===== config.mk =====
export PLATFORM = sky130hd
export DESIGN_NAME = sadc_ctrl
export DESIGN_NICKNAME = d
export VERILOG_FILES = /design/src/rtl/sadc_pkg.sv /design/src/rtl/sadc_sync.sv /design/src/rtl/sadc_csqual.sv /design/src/rtl/sadc_serial.sv /design/src/rtl/sadc_seq.sv /design/src/rtl/sadc_ctrl.sv
export SDC_FILE = /design/constraint.sdc
export NUM_CORES = 1
export LEC_CHECK = 0
export BUFFER_PORTS_ARGS = -buffer_cell sky130_fd_sc_hd__buf_4
export CORE_MARGIN = 1
export CORE_UTILIZATION = 40
export DETAILED_ROUTE_END_ITERATION = 7
export GPL_TIMING_DRIVEN = 1
export REMOVE_ABC_BUFFERS = 1
export SYNTH_ARGS = -nofsm -noshare
export SYNTH_HDL_FRONTEND = slang
export SYNTH_SLANG_ARGS = --single-unit
export TNS_END_PERCENT = 5

===== constraint.sdc =====
create_clock -name clk -period 2.4 [get_ports clk]
set_input_delay 0.48 -clock clk [delete_from_list [all_inputs] [get_ports clk]]
set_output_delay 0.48 -clock clk [all_outputs]
set_load 0.01 [all_outputs]

===== src/rtl/sadc_pkg.sv =====
package sadc_pkg;
  localparam int ADDR_W   = 4;
  localparam int DATA_W   = 8;
  localparam int N_ANALOG = 11;

  typedef enum logic [1:0] {
    SQ_IDLE = 2'd0,
    SQ_SAMP = 2'd1,
    SQ_CONV = 2'd2
  } seq_state_t;

  // a code at or above the analog count routes to the self-test source
  function automatic logic is_selftest(input logic [ADDR_W-1:0] code);
    return code >= ADDR_W'(N_ANALOG);
  endfunction

  // serial capture, new bit enters at the LSB
  function automatic logic [ADDR_W-1:0] shift_code(input logic [ADDR_W-1:0] cur,
                                                   input logic bit_in);
    return {cur[ADDR_W-2:0], bit_in};
  endfunction

  // serial launch, next lower bit moves to the MSB
  function automatic logic [DATA_W-1:0] shift_word(input logic [DATA_W-1:0] cur);
    return {cur[DATA_W-2:0], 1'b0};
  endfunction
endpackage


===== src/rtl/sadc_sync.sv =====
module sadc_sync #(
  parameter int          W      = 1,
  parameter int          STAGES = 2,
  parameter logic [W-1:0] RST_VAL = '0
) (
  input  logic         clk,
  input  logic         rst_n,
  input  logic [W-1:0] d,
  output logic [W-1:0] q
);
  logic [W-1:0] stg [STAGES];

  for (genvar s = 0; s < STAGES; s++) begin : g_stage
    always_ff @(posedge clk or negedge rst_n) begin
      if (!rst_n) stg[s] <= RST_VAL;
      else if (s == 0) stg[s] <= d;
      else stg[s] <= stg[(s == 0) ? 0 : s-1];
    end
  end

  assign q = stg[STAGES-1];
endmodule


===== src/rtl/sadc_csqual.sv =====
module sadc_csqual #(
  parameter int QUAL = 2
) (
  input  logic clk,
  input  logic rst_n,
  input  logic cs_low,
  output logic cs_act,
  output logic cs_start
);
  localparam int QW = $clog2(QUAL + 1);

  logic [QW-1:0] low_cnt;
  logic          cs_qual;
  logic          cs_act_d;

  // consecutive rising edges that saw the synchronized select low
  always_ff @(posedge clk or negedge rst_n) begin
    if (!rst_n) low_cnt <= '0;
    else if (!cs_low) low_cnt <= '0;
    else if (low_cnt != QW'(QUAL)) low_cnt <= low_cnt + 1'b1;
  end

  assign cs_qual = (low_cnt == QW'(QUAL));

  // acceptance waits for the following falling edge
  always_ff @(negedge clk or negedge rst_n) begin
    if (!rst_n) cs_act <= 1'b0;
    else cs_act <= cs_qual;
  end

  always_ff @(posedge clk or negedge rst_n) begin
    if (!rst_n) cs_act_d <= 1'b0;
    else cs_act_d <= cs_act;
  end

  assign cs_start = cs_act & ~cs_act_d;
endmodule


===== src/rtl/sadc_serial.sv =====
module sadc_serial
  import sadc_pkg::*;
(
  input  logic              clk,
  input  logic              rst_n,
  input  logic              cs_act,
  input  logic              cs_start,
  input  logic              reload,
  input  logic              io_s,
  input  logic              addr_s,
  input  logic [DATA_W-1:0] result,
  output logic              dout,
  output logic              dout_oe,
  output logic [ADDR_W-1:0] mux_sel,
  output logic              xfer_samp,
  output logic              xfer_done
);
  localparam int CW = $clog2(DATA_W + 1);

  logic              io_d;
  logic              xfer_en;
  logic [CW-1:0]     cnt;
  logic [ADDR_W-1:0] code_sh;
  logic [DATA_W-1:0] tx;
  logic              io_rise, io_fall, live;

  always_ff @(posedge clk or negedge rst_n) begin
    if (!rst_n) io_d <= 1'b0;
    else io_d <= io_s;
  end

  assign live      = cs_act & xfer_en;
  assign io_rise   = live &  io_s & ~io_d;
  assign io_fall   = live & ~io_s &  io_d;
  assign xfer_done = io_fall & (cnt == CW'(DATA_W - 1));

  always_ff @(posedge clk or negedge rst_n) begin
    if (!rst_n) begin
      xfer_en <= 1'b0;
      cnt     <= '0;
      code_sh <= '0;
      tx      <= '0;
      mux_sel <= '0;
    end else if (cs_start || (reload && cs_act)) begin
      xfer_en <= 1'b1;
      cnt     <= '0;
      tx      <= result;
    end else if (!cs_act) begin
      xfer_en <= 1'b0;
    end else begin
      if (io_rise && cnt < CW'(ADDR_W))
        code_sh <= shift_code(code_sh, addr_s);
      if (io_fall) begin
        cnt <= cnt + 1'b1;
        tx  <= shift_word(tx);
        if (cnt == CW'(ADDR_W - 1)) mux_sel <= code_sh;
        if (xfer_done) xfer_en <= 1'b0;
      end
    end
  end

  assign dout      = tx[DATA_W-1];
  assign dout_oe   = live;
  assign xfer_samp = live & (cnt >= CW'(ADDR_W));
endmodule


===== src/rtl/sadc_seq.sv =====
module sadc_seq
  import sadc_pkg::*;
#(
  parameter int SAMP_CLKS = 12,
  parameter int CONV_CLKS = 20
) (
  input  logic              clk,
  input  logic              rst_n,
  input  logic              abort,
  input  logic              xfer_done,
  input  logic [DATA_W-1:0] conv_data,
  output logic              samp_win,
  output logic              conv_start,
  output logic              conv_busy,
  output logic              eoc,
  output logic              done,
  output logic [DATA_W-1:0] result
);
  localparam int TMAX = (SAMP_CLKS > CONV_CLKS) ? SAMP_CLKS : CONV_CLKS;
  localparam int TW   = $clog2(TMAX + 1);

  seq_state_t    st;
  logic [TW-1:0] tmr;

  always_ff @(posedge clk or negedge rst_n) begin
    if (!rst_n) begin
      st     <= SQ_IDLE;
      tmr    <= '0;
      eoc    <= 1'b1;
      done   <= 1'b0;
      result <= '0;
    end else begin
      done <= 1'b0;
      if (abort) begin
        st  <= SQ_IDLE;
        eoc <= 1'b1;
      end else begin
        unique case (st)
          SQ_IDLE: if (xfer_done) begin
            st  <= SQ_SAMP;
            tmr <= TW'(SAMP_CLKS - 1);
            eoc <= 1'b0;
          end
          SQ_SAMP: if (tmr == '0) begin
            st  <= SQ_CONV;
            tmr <= TW'(CONV_CLKS - 1);
          end else tmr <= tmr - 1'b1;
          SQ_CONV: if (tmr == '0) begin
            st     <= SQ_IDLE;
            eoc    <= 1'b1;
            done   <= 1'b1;
            result <= conv_data;
          end else tmr <= tmr - 1'b1;
          default: st <= SQ_IDLE;
        endcase
      end
    end
  end

  assign samp_win   = (st == SQ_SAMP);
  assign conv_busy  = (st == SQ_CONV);
  assign conv_start = samp_win & (tmr == '0) & ~abort;
endmodule


===== src/rtl/sadc_ctrl.sv =====
module sadc_ctrl
  import sadc_pkg::*;
#(
  parameter int SYNC_STAGES = 2,
  parameter int QUAL        = 2,
  parameter int SAMP_CLKS   = 12,
  parameter int CONV_CLKS   = 20
) (
  input  logic              clk,
  input  logic              rst_n,
  input  logic              cs_n,
  input  logic              io_clk,
  input  logic              addr_in,
  input  logic [DATA_W-1:0] conv_data,
  output logic              dout,
  output logic              dout_oe,
  output logic [ADDR_W-1:0] mux_sel,
  output logic              selftest,
  output logic              sample_en,
  output logic              conv_start,
  output logic              conv_busy,
  output logic              eoc
);
  logic [2:0]        port_s;
  logic              cs_act, cs_start, xfer_samp, xfer_done;
  logic              samp_win, done;
  logic [DATA_W-1:0] result;

  sadc_sync #(.W(3), .STAGES(SYNC_STAGES), .RST_VAL(3'b100)) u_sync (
    .clk(clk), .rst_n(rst_n),
    .d({cs_n, io_clk, addr_in}), .q(port_s)
  );

  sadc_csqual #(.QUAL(QUAL)) u_qual (
    .clk(clk), .rst_n(rst_n), .cs_low(~port_s[2]),
    .cs_act(cs_act), .cs_start(cs_start)
  );

  sadc_serial u_ser (
    .clk(clk), .rst_n(rst_n), .cs_act(cs_act), .cs_start(cs_start),
    .reload(done), .io_s(port_s[1]), .addr_s(port_s[0]), .result(result),
    .dout(dout), .dout_oe(dout_oe), .mux_sel(mux_sel),
    .xfer_samp(xfer_samp), .xfer_done(xfer_done)
  );

  sadc_seq #(.SAMP_CLKS(SAMP_CLKS), .CONV_CLKS(CONV_CLKS)) u_seq (
    .clk(clk), .rst_n(rst_n), .abort(cs_start), .xfer_done(xfer_done),
    .conv_data(conv_data), .samp_win(samp_win), .conv_start(conv_start),
    .conv_busy(conv_busy), .eoc(eoc), .done(done), .result(result)
  );

  assign selftest  = is_selftest(mux_sel);
  assign sample_en = xfer_samp | samp_win;
endmodule


==> run_results.csv <==
group,metric,value,unit
timing,rsz0062_at_grt,"true",
synthesis,yosys.cell_types.count,46,
worst_setup_path,crit_path_end_kind,"primary output",
timing,setup_slack,-0.573,ns
synthesis,ys_seq_elements,49,
clock_tree,root_buffer,"clkbuf_8",
clock_tree,cts_buffers,5,
placed_design,portBuffers,23,
run_status,violations,"negative setup slack",
power,switching_share,28.4,%
drt,antenna_left,0,
run_status,run_status,"complete, but fails checks",
worst_setup_path,cp-start-kind,"flop",
synthesis,yosys_warnings,0,
timing,slew_violations,0,
timing,relSlewSlack,60.2,%
timing,tightest_slew,0.597,ns
placed_design,preCtsSetupSlack,-0.349,ns
synthesis,ys_async_sr_fraction,100,%
drt,drt_first_pass_iters,4,
drt,wl_per_cell,14.2,µm
worst_setup_path,critical_path_arrival,2.49,ns
cells_and_area,synthToLayoutAreaGrowth,21.1,%
global_route,grt_pass1_vias,1535,
power,power_density,711,mW/mm²
worst_setup_path,worst-path-max-fanout,4,
clock_tree,htree_levels,2,
synthesis,ys_seq_area_share,54.6,%
synthesis,synth_area_per_cell,12.3,µm²
cells_and_area,fin_util,51.8,%
synthesis,synthFlopType,"dfrtp_1",
drt,dr_total_vias,1479,
power,seq_power_share,52.1,%
drt,vias_per_cell,5.03,
timing,setup_viol,40,
global_route,overflow,0,
synthesis,syn_area,0.00225,mm²
global_route,grt_use_total,15.0,%
worst_setup_path,r2r_slack,-0.34,ns
drt,route.detailed.drc,0,
timing,skew,0.00552,ns
synthesis,synth_edf_count,0,
floorplanning,die_width,77.1,µm
cells_and_area,final_common_cell,"dfrtp_1",
cells_and_area,nets,243,
synthesis,synthCells,183,
worst_setup_path,r2r_cells,6,
power,p_int,1.39,mW
global_route,grt_pass1_wl,7.11,mm
floorplanning,start_util,42.8,%
clock_tree,cts_tree,"built",
worst_setup_path,r2r_start,"u_qual.cs_act",
timing,fin_hold_ws,0.288,ns
timing,setup_tns,-9.22,ns
clock_tree,insertion_delay,0.30,ns
clock_tree,cts_num_sinks,49,
worst_hold_path,hold_class,"in2reg",
global_route,grt_max_degree,49,
cells_and_area,final_cells,294,
cells_and_area,drive_gt1_share,36.6,%
worst_setup_path,crit_type,"reg2out",
global_route,antenna_found_initial,0,
power,switchingPower,0.550,mW
timing,finalHoldViolations,0,
power,ir_drop,0.481,mV
placed_design,gp_congestion,0.818,
worst_setup_path,timing.rr.end,"u_seq.tmr[0]",
worst_hold_path,holdPathEnd,"u_sync.stg[4]",
floorplanning,die-area,0.00594,mm²
cells_and_area,final_cell_mix,"dfrtp_1 (45), buf_4 (34), nor2_1 (11), nand2_1 (10), inv_1 (9)",
placed_design,hpwl,3.11,mm
flow_run,maxCapViolations,0,
drt,first_iter_violations,49,
power,leakage,1.33,nW
placed_design,dp.cells,285,
worst_hold_path,min-delay-start,"io_clk",
worst_hold_path,min_path_cells,1,
cells_and_area,diodes,0,
clock_tree,clockBufferDepth,2,
power,pwr-share-clk,25.6,%
floorplanning,die_h,77.1,µm
clock_tree,path_clk_slew,0.08,ns
floorplanning,core.rowCount,26,
floorplanning,io_pins,24,
floorplanning,coreArea,0.00527,mm²
drt,drt_wl_total,4.19,mm
worst_setup_path,cp.required,1.92,ns
power,power_frac_comb,22.3,%
-- layout make-up --
cell class,count,area [µm²]
clock buffer,6,82.6
clock inverter,2,13.8
fill,473,2540
inverter,10,37.5
multi-input combinational,119,973
sequential,49,1230
tap,70,87.6
timing repair buffer,38,304
-- flip-flops by register name, summed over array words and instances, names as in the netlist, 2 cells and up --
signal          cells
u_sync.q            3
u_seq.st            2
u_seq.result        8
u_sync.stg          3
u_ser.cnt           4
u_ser.code_sh       4
u_ser.mux_sel       4
u_qual.low_cnt      2
u_ser.tx            8
u_seq.tmr           5
-- synthesized netlist by cell type (2+ instances only) --
cell type  count  share of area (%)
nand2_1       11                1.8
nand3_1        3               0.67
clkbuf_1       2               0.33
mux2i_1        7                3.1
nor2b_1        5                1.4
inv_1         10                1.7
nor3b_1        3                1.0
buf_6          2                1.0
nand4b_1       2               0.78
nor3_1         2               0.44
o21ai_0       12                2.7
a32oi_1        3                1.2
mux2_4         8                5.3
mux2_2         8                4.0
o211ai_1       2               0.67
a21oi_1        4               0.89
a21o_2         3                1.2
dfrtp_1       45                 50
xor2_1         3                1.2
nand3b_1       2               0.67
nor2_1        12                2.0
o21a_1         2               0.67
ha_1           7                3.9
dfstp_2        3                3.5
-- worst max-delay path: stages, from the launching register on --
cell,delay (ns)
dfrtn_1,0.47
and2b_2,0.23
nor2_8,0.04
and2_4,0.15
buf_6,0.11
-- timing repair --
| item | 4_1_cts | 5_1_grt |
|---|---|---|
| endpoints found under the setup margin | 40 | 41 |
| setup buffers | 0 | 1 |
| hold buffers | 0 | 0 |
| resized for setup | 11 | 10 |
| pin swaps | 10 | 3 |
-- kinds of logic after synthesis --
group | synth area share, %
AND/OR/NAND/NOR | 13.4
flip-flops | 54.6
AO/OA/AOI/OAI | 10.9
multiplexers | 12.4
buffers and inverters | 3.22
adder cells (fa/ha/maj) | 3.89
XOR/XNOR | 1.55
-- per-stage QoR --
| step | area, µm² | total power, mW |
|---|---|---|
| 2_1_floorplan | 2220 | 1.25 |
| 6_report | 2730 | 1.94 |
| 3_5_place_dp | 2580 | 1.43 |
| 5_1_grt | 2730 | 2.07 |
| 4_1_cts | 2700 | 1.95 |
| 3_3_place_gp | 2580 | 1.41 |
-- worst max-delay path by stage --
stage,cells after the start,start,endpoint
2_1_floorplan,4,u_qual.cs_act,u_seq.tmr[4]
5_1_grt,4,u_qual.cs_act,conv_start
4_1_cts,4,u_qual.cs_act,sample_en
6_report,4,u_qual.cs_act,conv_start
3_3_place_gp,4,u_qual.cs_act,conv_start
3_5_place_dp,6,u_qual.cs_act,u_seq.tmr[0]
-- power by group through the flow --
stage	clock network, mW	logic (mW)	registers [mW]
floorplan	0	0.234	1.01
global placement	0	0.392	1.02
detailed placement	0	0.406	1.03
CTS	0.520	0.418	1.01
global route	0.557	0.484	1.03
finish	0.496	0.432	1.01
-- layer usage --
| layer | wire length, µm | GRT usage [%] | share of wire, % | vias up |
|---|---|---|---|---|
| met4 | 39 | 4.72 | 0.93 | 0 |
| met3 | 120 | 3.57 | 2.9 | 5 |
| met5 | 0 | 0 | 0 | - |
| li1 | - | - | - | 724 |
| met2 | 2100 | 25.3 | 50 | 22 |
| met1 | 1930 | 19.1 | 46 | 728 |
Power figures use the tool's default switching activity.
